**src/rtl/cmp_timer_pkg.sv**
```systemverilog
package cmp_timer_pkg;
  localparam int PRE_W = 8;

  // mask of prescaler bits that must all be one for an advance tick
  function automatic logic [PRE_W-1:0] div_mask(input logic [1:0] sel);
    return PRE_W'((32'd1 << (2 * int'(sel) + 2)) - 32'd1);
  endfunction

  // sticky flag update: set wins over a software clear in the same cycle
  function automatic logic flag_next(input logic cur, input logic set, input logic clr);
    return (cur & ~clr) | set;
  endfunction

  // paired pin update: the clearing channel wins a tie
  function automatic logic pair_next(input logic cur, input logic set, input logic clr);
    logic r;
    if (clr)      r = 1'b0;
    else if (set) r = 1'b1;
    else          r = cur;
    return r;
  endfunction
endpackage

```
**src/rtl/ct_prescaler.sv**
```systemverilog
module ct_prescaler import cmp_timer_pkg::*; (
  input  logic       clk,
  input  logic       rst_n,
  input  logic       run,
  input  logic       restart,
  input  logic [1:0] sel,
  output logic       tick
);
  logic [PRE_W-1:0] pre_q;
  logic [PRE_W-1:0] mask;

  assign mask = div_mask(sel);
  assign tick = run && ((pre_q & mask) == mask);

  always_ff @(posedge clk or negedge rst_n) begin
    if (!rst_n)               pre_q <= '0;
    else if (restart || !run) pre_q <= '0;
    else                      pre_q <= pre_q + 1'b1;
  end
endmodule

```
**src/rtl/ct_counter.sv**
```systemverilog
module ct_counter #(
  parameter int CW = 16
) (
  input  logic          clk,
  input  logic          rst_n,
  input  logic          tick,
  input  logic          soft_clr,
  input  logic          load,
  input  logic [CW-1:0] load_val,
  input  logic          match_clr,
  output logic [CW-1:0] cnt,
  output logic          fresh,
  output logic          ovf_evt
);
  localparam logic [CW-1:0] TOP = '1;

  assign ovf_evt = tick && (cnt == TOP) && !soft_clr && !load && !match_clr;

  always_ff @(posedge clk or negedge rst_n) begin
    if (!rst_n) begin
      cnt   <= '0;
      fresh <= 1'b0;
    end else if (soft_clr) begin
      cnt   <= '0;
      fresh <= 1'b0;
    end else if (load) begin
      cnt   <= load_val;
      fresh <= 1'b0;
    end else if (match_clr) begin
      cnt   <= '0;
      fresh <= 1'b1;
    end else if (tick) begin
      cnt   <= cnt + 1'b1;
      fresh <= 1'b1;
    end else begin
      fresh <= 1'b0;
    end
  end
endmodule

```
**src/rtl/ct_cmp_bank.sv**
```systemverilog
module ct_cmp_bank import cmp_timer_pkg::*; #(
  parameter int CW  = 16,
  parameter int NCH = 4
) (
  input  logic                    clk,
  input  logic                    rst_n,
  input  logic [CW-1:0]           cnt,
  input  logic                    fresh,
  input  logic [NCH-1:0][CW-1:0]  cmpv,
  input  logic [NCH/2-1:0]        pair_en,
  input  logic                    out_clr,
  output logic [NCH-1:0]          hit,
  output logic [NCH-1:0]          pin
);
  localparam int NPAIR = NCH / 2;

  for (genvar i = 0; i < NCH; i++) begin : g_hit
    assign hit[i] = fresh && (cnt == cmpv[i]);
  end

  for (genvar p = 0; p < NPAIR; p++) begin : g_pair
    logic ev, od;
    logic [1:0] pq;
    assign ev = hit[2*p];
    assign od = hit[2*p+1];
    assign pin[2*p+1:2*p] = pq;

    always_ff @(posedge clk or negedge rst_n) begin
      if (!rst_n) begin
        pq <= 2'b00;
      end else if (out_clr) begin
        pq <= 2'b00;
      end else if (pair_en[p]) begin
        pq[0] <= pair_next(pq[0], ev, od);
        pq[1] <= 1'b0;
      end else begin
        pq[0] <= pq[0] ^ ev;
        pq[1] <= pq[1] ^ od;
      end
    end
  end
endmodule

```
**src/rtl/cmp_timer.sv**
```systemverilog
module cmp_timer import cmp_timer_pkg::*; #(
  parameter int CW  = 16,
  parameter int NCH = 4
) (
  input  logic                        clk,
  input  logic                        rst_n,
  input  logic                        reg_we,
  input  logic [$clog2(NCH+4)-1:0]    reg_addr,
  input  logic [CW-1:0]               reg_wdata,
  output logic [CW-1:0]               reg_rdata,
  output logic [NCH-1:0]              cmp_out,
  output logic                        irq
);
  localparam int AW     = $clog2(NCH + 4);
  localparam int NPAIR  = NCH / 2;
  localparam int FW     = NCH + 1;
  localparam int B_RUN  = 0;
  localparam int B_CLRM = 1;
  localparam int B_PSEL = 2;
  localparam int B_PAIR = 4;
  localparam int B_SOFT = B_PAIR + NPAIR;
  localparam int CTRL_W = B_SOFT;

  logic [CTRL_W-1:0]          ctrl_q;
  logic [FW-1:0]              flags;
  logic [FW-1:0]              en_q;
  logic [NCH-1:0][CW-1:0]     cmp_q;

  logic wr_ctrl, wr_cnt, wr_flags, wr_en;
  logic [NCH-1:0] wr_cmp;
  logic soft_clr, load, run, tick, fresh, ovf_evt, match_clr;
  logic [CW-1:0] cnt;
  logic [NCH-1:0] hit;
  logic [FW-1:0] flag_set, flag_clr;
  logic [NPAIR-1:0] pair_en;

  assign wr_ctrl  = reg_we && (reg_addr == AW'(0));
  assign wr_cnt   = reg_we && (reg_addr == AW'(1));
  assign wr_flags = reg_we && (reg_addr == AW'(2));
  assign wr_en    = reg_we && (reg_addr == AW'(3));
  for (genvar i = 0; i < NCH; i++) begin : g_wcmp
    assign wr_cmp[i] = reg_we && (reg_addr == AW'(4 + i));
  end

  assign soft_clr  = wr_ctrl && reg_wdata[B_SOFT];
  assign load      = wr_cnt;
  assign run       = ctrl_q[B_RUN];
  assign pair_en   = ctrl_q[B_PAIR +: NPAIR];
  assign match_clr = ctrl_q[B_CLRM] && hit[0];

  always_ff @(posedge clk or negedge rst_n) begin
    if (!rst_n) begin
      ctrl_q <= '0;
      en_q   <= '0;
      cmp_q  <= '0;
    end else begin
      if (wr_ctrl) ctrl_q <= reg_wdata[CTRL_W-1:0];
      if (wr_en)   en_q   <= reg_wdata[FW-1:0];
      for (int i = 0; i < NCH; i++) begin
        if (wr_cmp[i]) cmp_q[i] <= reg_wdata;
      end
    end
  end

  ct_prescaler u_pre (
    .clk     (clk),
    .rst_n   (rst_n),
    .run     (run),
    .restart (soft_clr),
    .sel     (ctrl_q[B_PSEL +: 2]),
    .tick    (tick)
  );

  ct_counter #(.CW(CW)) u_cnt (
    .clk       (clk),
    .rst_n     (rst_n),
    .tick      (tick),
    .soft_clr  (soft_clr),
    .load      (load),
    .load_val  (reg_wdata),
    .match_clr (match_clr),
    .cnt       (cnt),
    .fresh     (fresh),
    .ovf_evt   (ovf_evt)
  );

  ct_cmp_bank #(.CW(CW), .NCH(NCH)) u_bank (
    .clk     (clk),
    .rst_n   (rst_n),
    .cnt     (cnt),
    .fresh   (fresh),
    .cmpv    (cmp_q),
    .pair_en (pair_en),
    .out_clr (soft_clr),
    .hit     (hit),
    .pin     (cmp_out)
  );

  assign flag_set = {hit, ovf_evt};
  assign flag_clr = wr_flags ? reg_wdata[FW-1:0] : '0;

  always_ff @(posedge clk or negedge rst_n) begin
    if (!rst_n) flags <= '0;
    else begin
      for (int j = 0; j < FW; j++) flags[j] <= flag_next(flags[j], flag_set[j], flag_clr[j]);
    end
  end

  assign irq = |(flags & en_q);

  always_comb begin
    reg_rdata = '0;
    case (reg_addr)
      AW'(0):  reg_rdata[CTRL_W-1:0] = ctrl_q;
      AW'(1):  reg_rdata = cnt;
      AW'(2):  reg_rdata[FW-1:0] = flags;
      AW'(3):  reg_rdata[FW-1:0] = en_q;
      default: begin
        for (int i = 0; i < NCH; i++) begin
          if (reg_addr == AW'(4 + i)) reg_rdata = cmp_q[i];
        end
      end
    endcase
  end
endmodule

```
**config.mk**
```make
export PLATFORM = sky130hd
export DESIGN_NAME = cmp_timer
export DESIGN_NICKNAME = d
export VERILOG_FILES = /design/src/rtl/cmp_timer_pkg.sv /design/src/rtl/ct_prescaler.sv /design/src/rtl/ct_counter.sv /design/src/rtl/ct_cmp_bank.sv /design/src/rtl/cmp_timer.sv
export SDC_FILE = /design/constraint.sdc
export NUM_CORES = 1
export LEC_CHECK = 0
export BUFFER_PORTS_ARGS = -buffer_cell sky130_fd_sc_hd__buf_2
export CAP_MARGIN = 20
export CELL_PAD_IN_SITES_DETAIL_PLACEMENT = 1
export CELL_PAD_IN_SITES_GLOBAL_PLACEMENT = 1
export CORE_MARGIN = 2
export CORE_UTILIZATION = 40
export DETAILED_ROUTE_END_ITERATION = 7
export PLACE_DENSITY_LB_ADDON = 0.1
export SLEW_MARGIN = 10
export SYNTH_ARGS = -nofsm -noshare
export SYNTH_HDL_FRONTEND = slang
export SYNTH_SLANG_ARGS = --single-unit
export TNS_END_PERCENT = 10
```
**constraint.sdc**
```tcl
create_clock -name clk -period 3.65 [get_ports clk]
set_input_delay 0.73 -clock clk [delete_from_list [all_inputs] [get_ports clk]]
set_output_delay 0.73 -clock clk [all_outputs]
set_load 0.01 [all_outputs]
```
==> results.tsv, run 1 <==
metric	value	unit
via count	4456	
Core Area	15800	um^2
syn avg cell area	11.5	um^2
register share of total power	46.2	%
arrival time at the worst endpoint	2260	ps
Pint	2.57	mW
Yosys cell types	62	
Die Wd	131	um
root buf cell	clkbuf_16	
most common cell after layout, fill and taps aside	dfrtp_1	
crit-path leading delay family	multiplexers	
min-delay worst type	in -> async	
die height	131	um
initial antenna violation count	0	
Data required, critical path	2920	ps
ratio of cells with drive above 1 in the final layout	31.6	%
Tcrit/Tclk final	81.9	%
Ports	43	
CP max-delay cell	mux4_2	
largest net degree at the start of global routing	60	
clk sink count	109	
first-pass GRT wire length	29800	um
cells along the critical path	buf_2, mux4_2, mux2_2, buf_2	
synth warn	0	
worst-case clock buffer depth	2	
Worst-Margin Slew	818	ps
outcome	complete, no violations	
CTS resizes	0	
leakage	2.93	nW
Max Slew Vio Count	0	
H-tree depth	3	
RSZ-0062 raised after global routing	no	
Setup Skew	7.99	ps
Syn Nets	583	
starting DRC count in detailed routing	253	
Rows	46	
slew margin rel.	45.5	%
Post-Synthesis Cell Area	6410	um^2
Final setup viols	0	
Port Buf Inserts	42	
post-route minimum period	2990	ps
CP dominant cell by count	buf_2	
CP peak stage delay	600	ps
TritonCTS clock tree	built	
combinational share of power	26.5	%
synth-to-layout area growth	9.77	%
PwrDens	546	nW/um^2
DR vias/cell	5.54	
vias in the first global route	4841	
MaxCap Viol Count	0	
Layout Nets	608	
Routed WL	19000	um
Sum Neg Setup Slack	0	ps
router iterations before antenna repair	4	
EDFF count, synth	0	
ys flop type	dfrtp_1	
Num CTS Buffers	9	
post-CTS setup buffer count	0	
Worst-Skew Late Latency	360	ps
pre-CTS setup slack	638	ps
Tot GR Track Use	23.9	%
cts hold-fix bufs	0	
Wirelength per Cell	23.6	um
Mapped Cells	558	
crit path launch type	input pin	
P_sw	1.27	mW
CP Capture Type	primary output	
Worst Path Buf+Inv	2	
switch share	33.1	%
Fmax	335	MHz
post-synthesis sequential area ratio	42.6	%
Crit Path Max Fanout	23	
Clk pwr share	27.3	%
most frequent cells in the layout	dfrtp_1, mux2_2, xnor2_1, nand2_1, buf_2	
Detailed Place HPWL	13800	um
Initial Utilization	40.6	%
Antenna Violating Nets Remaining	0	
Max rail drop VDD	0.240	mV
global route overflow	0	
routability cong.	0.845	
DRC Markers	0	
number of synthesized register bits	109	
crit path kind	in -> out	
Clk pin slew, worst setup/hold paths	70	ps
final hold viol count	0	
die area	17000	um^2
worst setup slack after layout	662	ps
Post-synth ARST share	100	%
number of diodes	0	
through the flow:
stage	util [%]	power [mW]	cell area, um^2	hold WS (ps)	std cells
2_1_floorplan	-	2.46	6410	434	558
3_3_place_gp	42.6	2.79	6720	494	788
3_5_place_dp	42.6	2.81	6720	495	788
4_1_cts	44.6	3.88	7030	485	804
5_1_grt	44.6	4.04	7030	508	804
6_report	44.6	3.84	7030	462	804
worst paths after layout:
| kind | startpoint | to | slack [ps] | cells past startpoint |
|---|---|---|---|---|
| min in group clk | flags[2] | flags[2] | 510 | 2 |
| min | rst_n | cmp_q[49] | 460 | 1 |
| max reg2reg | ctrl_q[3] | u_cnt.cnt[14] | 980 | 9 |
| min reg2reg | flags[2] | flags[2] | 510 | 2 |
| max in group asynchronous | rst_n | u_cnt.cnt[15] | 2300 | 2 |
| max | reg_addr[0] | reg_rdata[1] | 660 | 4 |
area by class of cell:
class	instances	area, um^2
well taps	216	270
flip-flops and latches	109	2730
clock buffers	12	267
multi-input cells	403	3390
fillers	1733	8740
repair buffers	56	318
clock inverters	4	45.0
inverters	4	15.0
routing by layer:
metal,wire length (um),part of all wire [%],GRT usage (%)
met1,8650,46,32.4
met2,9330,49,40.2
met3,815,4.3,4.28
met4,163,0.86,5.32
met5,0,0,0
flip-flops by register name (all words and copies together), names as in the netlist:
name              count
cmp_q                64
ctrl_q                6
en_q                  5
flags                 5
u_bank.g_pair.pq      4
u_cnt.cnt            16
u_cnt.fresh           1
u_pre.pre_q           8
cell usage after synthesis, types with 3 or more instances:
library cell	instances	area share (%)
dfrtp_1	109	43
mux2_2	81	14
xnor2_1	54	7.4
nand2_1	47	2.8
xor2_1	27	3.7
nor2_1	22	1.3
a22o_1	21	2.9
nand4_1	19	1.9
nand3_1	17	1.3
o21ai_0	16	1.3
buf_2	14	1.1
mux4_2	11	3.9
o22ai_1	11	1.1
buf_6	10	1.8
mux2i_1	10	1.6
buf_4	7	0.82
nor3_1	7	0.55
and3_1	6	0.59
clkbuf_1	6	0.35
inv_1	4	0.23
a21oi_1	3	0.23
buf_1	3	0.18
ha_1	3	0.59
nor4_1	3	0.29
xnor2_2	3	0.76
cell families after synthesis:
kind of cell / Yosys count / synth area share, %
adder cells (fa/ha/maj): 3 / 0.586
AND/OR/NAND/NOR: 145 / 12.5
buffers and inverters: 46 / 4.75
multiplexers: 102 / 19.7
AO/OA/AOI/OAI: 69 / 8.07
XOR/XNOR: 84 / 11.8
flip-flops: 109 / 42.6
worst reg2reg max path, cell delays in order (launching register included):
cell	delay (ps)
dfrtp_1	440
or2_2	320
ha_1	190
nor2b_1	130
nor3_1	260
nand3_1	310
nor2_1	460
nand4_1	170
xor2_1	170
o21ai_0	160
power by group through the flow:
stage	clock (mW)	sequential [mW]	combinational, mW
floorplan	0	1.62	0.848
detailed placement	0	1.80	1.02
global placement	0	1.79	0.999
finish	1.05	1.77	1.02
CTS	1.08	1.77	1.03
global route	1.11	1.82	1.11
Power figures use the tool's default switching activity.
==> run 2: changes to the inputs <==
--- a/config.mk
+++ b/config.mk
@@ -5,6 +5,7 @@
 export SDC_FILE = /design/constraint.sdc
 export NUM_CORES = 1
 export LEC_CHECK = 0
+export ABC_AREA = 1
 export BUFFER_PORTS_ARGS = -buffer_cell sky130_fd_sc_hd__buf_2
 export CAP_MARGIN = 20
 export CELL_PAD_IN_SITES_DETAIL_PLACEMENT = 1
==> constraint.sdc (replaced) <==
create_clock -name clk -period 2.85 [get_ports clk]
set_input_delay 0.57 -clock clk [delete_from_list [all_inputs] [get_ports clk]]
set_output_delay 0.57 -clock clk [all_outputs]
set_load 0.01 [all_outputs]
==> run 2 against run 1 <==
Compared with the run above:
- die area fell by 2.5%
- setup slack got worse by 310 ps
- synthesized area fell by 2.6%
- final area fell by 0.57%
- register-to-register slack got worse by 540 ps
- core utilization rose by 1.4 points
- critical path depth rose by 4
- global-route usage rose by 3.7 points
- largest cell class unchanged
==> results.tsv, run 2 <==
metric	value	unit	change
outcome	complete, no violations		
cell taking the most area after synthesis	dfrtp_1		
ys flop type	dfrtp_1		
global route overflow	0		unchanged
post-route minimum period	2500	ps	
Syn Nets	866		+49%
die area	16600	um^2	-2.5%
CP Capture Type	primary output		
largest cells by area after synthesis	dfrtp_1, nand2_1, o21ai_0		
initial antenna violation count	0		unchanged
Num CTS Buffers	9		unchanged
MaxCap Viol Count	0		unchanged
Pwr Total	5.30	mW	+38%
ratio of cells with drive above 1 in the final layout	11.2	%	-20 points
cells along the critical path	buf_2, nor2_2, nand2_1, buf_4, nor2_1, a221oi_1, o221ai_1, buf_2		
die height	129	um	-1.2%
Max rail drop VDD	0.411	mV	+71%
crit path kind	in -> out		
cts hold-fix bufs	0		unchanged
PwrDens	758	nW/um^2	+39%
routability cong.	0.862		+2.0%
final hold viol count	0		unchanged
min-delay worst type	in -> async		
post-synthesis sequential area ratio	43.7	%	+1.1 points
number of synthesized register bits	109		unchanged
leakage	3.41	nW	+16%
biggest regs	cmp_q: 64 flops, u_cnt.cnt: 16 flops, u_pre.pre_q: 8 flops		
DR vias/cell	5.60		+1.1%
CP dominant cell by count	buf_2		
Die Wd	129	um	-1.2%
most frequent cells in the layout	nand2_1, dfrtp_1, o21ai_0, inv_1, nor2_1		
post-synth top area share	43.7	%	+1.1 points
syn avg cell area	7.42	um^2	-35%
DRC Markers	0		unchanged
crit-path leading delay family	buffers and inverters		
largest reg by FF count	cmp_q		
Core Area	15200	um^2	-3.6%
Rows	45		-2.2%
Setup Skew	8.88	ps	+0.898 ps
Worst Path Buf+Inv	3		+1
post-CTS setup buffer count	0		unchanged
EDFF count, synth	0		unchanged
Post-synth ARST share	100	%	unchanged
starting DRC count in detailed routing	337		+33%
Routed WL	21800	um	+15%
CTS resizes	0		unchanged
synth warn	0		unchanged
Detailed Place HPWL	16400	um	+19%
Worst-Skew Late Latency	360	ps	about the same
Fmax	400	MHz	
max FFs per register	64		unchanged
Final setup viols	0		unchanged
router iterations before antenna repair	5		+1
Sum Neg Setup Slack	0	ps	unchanged
first-pass GRT wire length	34800	um	+17%
Wirelength per Cell	20.4	um	-14%
H-tree depth	3		unchanged
Layout Nets	902		+48%
Data required, critical path	2280	ps	-640 ps
Worst-Margin Slew	662	ps	-156 ps
most frequent cells after synthesis	nand2_1, dfrtp_1, o21ai_0, inv_1, nor2_1		
vias in the first global route	6237		+29%
Initial Utilization	41.1	%	+0.44 points
root buf cell	clkbuf_16		
Tot GR Track Use	27.6	%	+3.7 points
via count	5990		+34%
Tcrit/Tclk final	87.8	%	
worst-case clock buffer depth	2		unchanged
crit path launch type	input pin		
most common cell after layout, fill and taps aside	nand2_1		
largest net degree at the start of global routing	51		-15%
Post-Synthesis Cell Area	6240	um^2	-2.6%
Port Buf Inserts	42		unchanged
clk sink count	109		unchanged
Clk pin slew, worst setup/hold paths	70	ps	about the same
number of diodes	0		unchanged
CP max-delay cell	nand2_1		
Ports	43		unchanged
TritonCTS clock tree	built		
Mapped Cells	841		+51%
Max Slew Vio Count	0		unchanged
arrival time at the worst endpoint	1930	ps	-330 ps
RSZ-0062 raised after global routing	no		
Antenna Violating Nets Remaining	0		unchanged
Yosys cell types	36		-42%
top-count cell post-synth	nand2_1		
slew margin rel.	55.9	%	+10 points
CP peak stage delay	300	ps	-300 ps
synth-to-layout area growth	12.0	%	
Crit Path Max Fanout	8		-65%
run 2: final timing paths:
kind / slack [ps] / start / depth (start not counted) / to
min in group clk: 460 / reg_wdata[1] / 3 / ctrl_q[1]
worst max register to register: 440 / u_cnt.cnt[9] / 10 / u_cnt.cnt[12]
worst min register to register: 460 / u_pre.pre_q[0] / 1 / u_pre.pre_q[0]
max in group asynchronous: 1920 / rst_n / 2 / cmp_q[28]
worst min-delay path: 230 / rst_n / 1 / en_q[1]
worst max-delay path: 350 / reg_addr[0] / 8 / reg_rdata[13]
run 2: layout make-up:
cell class,instances,area (um^2)
Fill cell,1928,8210
Clock inverter,4,72.6
Inverter,83,312
Multi-Input combinational cell,613,3020
Timing Repair Buffer,61,380
Clock buffer,11,243
Sequential cell,109,2730
Tap cell,188,235
run 2: kinds of logic after synthesis:
family                   after synthesis  share of synthesized area, %
AND/OR/NAND/NOR                      416                          28.1
AO/OA/AOI/OAI                        163                          15.4
buffers and inverters                119                          7.90
flip-flops                           109                          43.7
XOR/XNOR                              31                          4.35
adder cells (fa/ha/maj)                3                         0.601
run 2: report_power, final:
part | switching, mW | internal (mW)
Combinational | 0.970 | 0.611
Clock | 0.604 | 0.790
Sequential | 0.470 | 1.85
Total | 2.04 | 3.25
run 2: worst reg2reg max path: stages (launching register included):
cell	delay [ps]
dfrtp_1	540
inv_1	240
nand2_1	130
nand4_1	150
nor2_2	250
nand4_4	330
nand3_1	180
nand2_1	70
inv_2	250
nand2_1	120
nand2_1	90
run 2: metal layers:
| layer | GRT usage (%) | wire length (um) | up-vias |
|---|---|---|---|
| met5 | 0 | 0 | - |
| met4 | 12.0 | 776 | 0 |
| met3 | 3.16 | 671 | 40 |
| met2 | 47.3 | 10600 | 129 |
| met1 | 35.3 | 9730 | 2990 |
| li1 | - | - | 2831 |
run 2: through the flow:
step	hold WS, ps	cell area (um^2)	std cells	setup WS, ps	utilization, %
after floorplan	274	6240	841	654	-
after global placement	445	6680	1054	403	43.9
after detailed placement	455	6680	1054	373	43.9
after CTS	257	6990	1069	363	46.0
after global routing	274	6990	1069	261	46.0
final	232	6990	1069	349	46.0
==> run 3: changes to the inputs <==
--- a/config.mk
+++ b/config.mk
@@ -17,5 +17,6 @@
 export SLEW_MARGIN = 10
 export SYNTH_ARGS = -nofsm -noshare
 export SYNTH_HDL_FRONTEND = slang
+export SYNTH_HIERARCHICAL = 1
 export SYNTH_SLANG_ARGS = --single-unit
 export TNS_END_PERCENT = 10
==> run 3 against run 2 <==
Compared with the run above:
- via count up 18%
- clock skew increased by 1.0 ps
- synthesized cell count up 28%
- setup slack worse by 84 ps
- hold slack lost 36 ps
- final cell count increased by 28%
- non-clock buffer count increased by 16
- largest cell class unchanged
- highest routed layer unchanged
==> results.tsv, run 3 <==
metric	value	unit	change
Final setup viols	0		unchanged
Setup Skew	9.91	ps	+1.03 ps
top-count cell post-synth	nand2_1		
ratio of cells with drive above 1 in the final layout	15.0	%	+3.8 points
largest reg by FF count	cmp_q		
final hold viol count	0		unchanged
global route overflow	0		unchanged
DRC Markers	0		unchanged
Yosys cell types	42		+17%
most frequent cells after synthesis	nand2_1, inv_1, nor2_1, dfrtp_1, o21ai_1		
die height	137	um	+6.4%
die area	18800	um^2	+13%
cells along the critical path	inv_2, or2_2, nand3_1, nor2_2, nand3_2, inv_1, nand2_1, inv_1, nor2_2, inv_1, nor2_1, o21ai_0, a21oi_1, a21o_1		
CP max-delay cell	nor2_2		
DR vias/cell	5.18		-7.6%
switch share	41.6	%	+3.0 points
Initial Utilization	41.1	%	about the same
arrival time at the worst endpoint	2900	ps	+970 ps
CP startpoint	u_cnt/cnt[1]		
combinational share of power	34.7	%	+4.9 points
largest net degree at the start of global routing	49		-3.9%
Syn Nets	1104		+27%
leakage	4.17	nW	+22%
MaxCap Viol Count	0		unchanged
post-synthesis sequential area ratio	38.4	%	-5.3 points
Routed WL	25300	um	+16%
Worst Path Buf+Inv	4		+1
Data required, critical path	3160	ps	+880 ps
Sum Neg Setup Slack	0	ps	unchanged
RSZ-0062 raised after global routing	no		
synth-to-layout area growth	11.6	%	
root buf cell	clkbuf_16		
slew margin rel.	46.0	%	-9.8 points
max FFs per register	64		unchanged
worst-case clock buffer depth	2		unchanged
dpl cells	1347		+28%
syn avg cell area	6.58	um^2	-11%
Final Hold Slack	197	ps	-35.8 ps
Fmax	387	MHz	-3.3%
Max Slew Vio Count	0		unchanged
first-pass GRT wire length	39400	um	+13%
Critical R2R Launch	u_cnt/cnt[1]		
via count	7054		+18%
Num CTS Buffers	9		unchanged
number of diodes	0		unchanged
Pint	3.09	mW	-4.9%
Antenna Violating Nets Remaining	0		unchanged
Mapped Cells	1079		+28%
initial antenna violation count	0		unchanged
ys flop type	dfrtp_1		
Die Wd	137	um	+6.4%
CP dominant cell by count	inv_1		
Worst-Skew Late Latency	360	ps	about the same
TritonCTS clock tree	built		
Ports	43		unchanged
P_sw	2.20	mW	+7.8%
routability cong.	0.847		-1.8%
router iterations before antenna repair	7		+2
starting DRC count in detailed routing	468		+39%
Detailed Place HPWL	19100	um	+16%
CTS resizes	0		unchanged
CP peak stage delay	570	ps	+270 ps
clk sink count	109		unchanged
register share of total power	41.7	%	-2.2 points
crit path kind	reg -> reg		
post-route minimum period	2590	ps	+84.1 ps
fin util	45.8	%	-0.17 points
PwrDens	669	nW/um^2	-12%
crit path launch type	register		
Post-synth ARST share	100	%	unchanged
cts hold-fix bufs	0		unchanged
post-synth top area share	38.4	%	-5.3 points
outcome	complete, no violations		
Port Buf Inserts	42		unchanged
cell taking the most area after synthesis	dfrtp_1		
post-CTS setup buffer count	0		unchanged
biggest regs	cmp_q: 64 flops, u_cnt/cnt: 16 flops, u_pre/pre_q: 8 flops		
number of synthesized register bits	109		unchanged
Clk pwr share	23.6	%	-2.7 points
Crit Path Max Fanout	14		+6
Layout Nets	1158		+28%
Post-Synthesis Cell Area	7100	um^2	+14%
most frequent cells in the layout	nand2_1, inv_1, nor2_1, dfrtp_1, o21ai_1		
Rows	48		+6.7%
most common cell after layout, fill and taps aside	nand2_1		
largest cells by area after synthesis	dfrtp_1, nand2_1, inv_1		
H-tree depth	3		unchanged
Tcrit/Tclk final	90.7	%	+2.9 points
CP Capture Type	register		
fin cells	1363		+28%
Worst-Margin Slew	806	ps	+145 ps
Wirelength per Cell	18.6	um	-8.7%
Max rail drop VDD	0.401	mV	-2.4%
min-delay worst type	in -> async		
EDFF count, synth	0		unchanged
Tot GR Track Use	28.3	%	+0.71 points
Core Area	17300	um^2	+14%
Clk pin slew, worst setup/hold paths	80	ps	about the same
crit-path leading delay family	simple AND/OR/NAND/NOR gates		
synth warn	6		+6
vias in the first global route	6918		+11%
[run 3: metal layers]
metal | global-route usage [%] | share of wire (%)
met1 | 41.1 | 48
met2 | 45.2 | 46
met3 | 3.53 | 4.2
met4 | 6.30 | 1.4
met5 | 0 | 0
[run 3: power by group through the flow]
stage          Sequential [mW]  Combinational [mW]  Clock, mW
6_report                  2.21                1.84       1.25
3_3_place_gp              2.23                1.77          0
4_1_cts                   2.20                1.84       1.27
3_5_place_dp              2.23                1.82          0
2_1_floorplan             2.16                1.10          0
5_1_grt                   2.25                2.07       1.33
[run 3: worst reg2reg max path: cells and delay by family, from the launching register on]
kind                   cells  cell delay, ps
DFF                        1             450
buffers and inverters      4             390
and+or+nand+nor            7            1370
AOI/OAI and AO/OA          3             330
[run 3: cell type report]
class / count / area [um^2]
clock inverters: 6 / 45.0
clock buffers: 10 / 229
repair buffers: 77 / 488
flip-flops and latches: 109 / 2730
multi-input cells: 786 / 3580
well taps: 225 / 282
inverters: 150 / 569
fillers: 2355 / 9370
[run 3: cells by family (layout without fill, tap and decap cells)]
family                   Yosys count  after routing  synth area share, %
AND/OR/NAND/NOR                  641            641                 38.7
buffers and inverters            184            243                 11.1
AO/OA/AOI/OAI                    131            131                 9.90
flip-flops                       109            109                 38.4
XOR/XNOR                          11             11                 1.36
adder cells (fa/ha/maj)            3              3                0.529
[run 3: path summary, 6_finish.rpt]
check | slack [ps] | to | cells after the start
hold reg to reg | 520 | en_q[0] | 2
max in group asynchronous | 1900 | cmp_q[1] | 2
hold / removal | 200 | u_pre/pre_q[0] | 1
min in group clk | 510 | u_cnt/cnt[6] | 5
setup reg to reg | 260 | u_cnt/cnt[4] | 14
setup / recovery | 260 | u_cnt/cnt[4] | 14
[run 3: metrics by stage]
step,setup slack (ps),power [mW],area (um^2)
4_1_cts,269,5.31,7930
2_1_floorplan,582,3.27,7100
6_report,264,5.30,7930
3_3_place_gp,323,4.00,7650
3_5_place_dp,280,4.06,7650
5_1_grt,116,5.65,7930
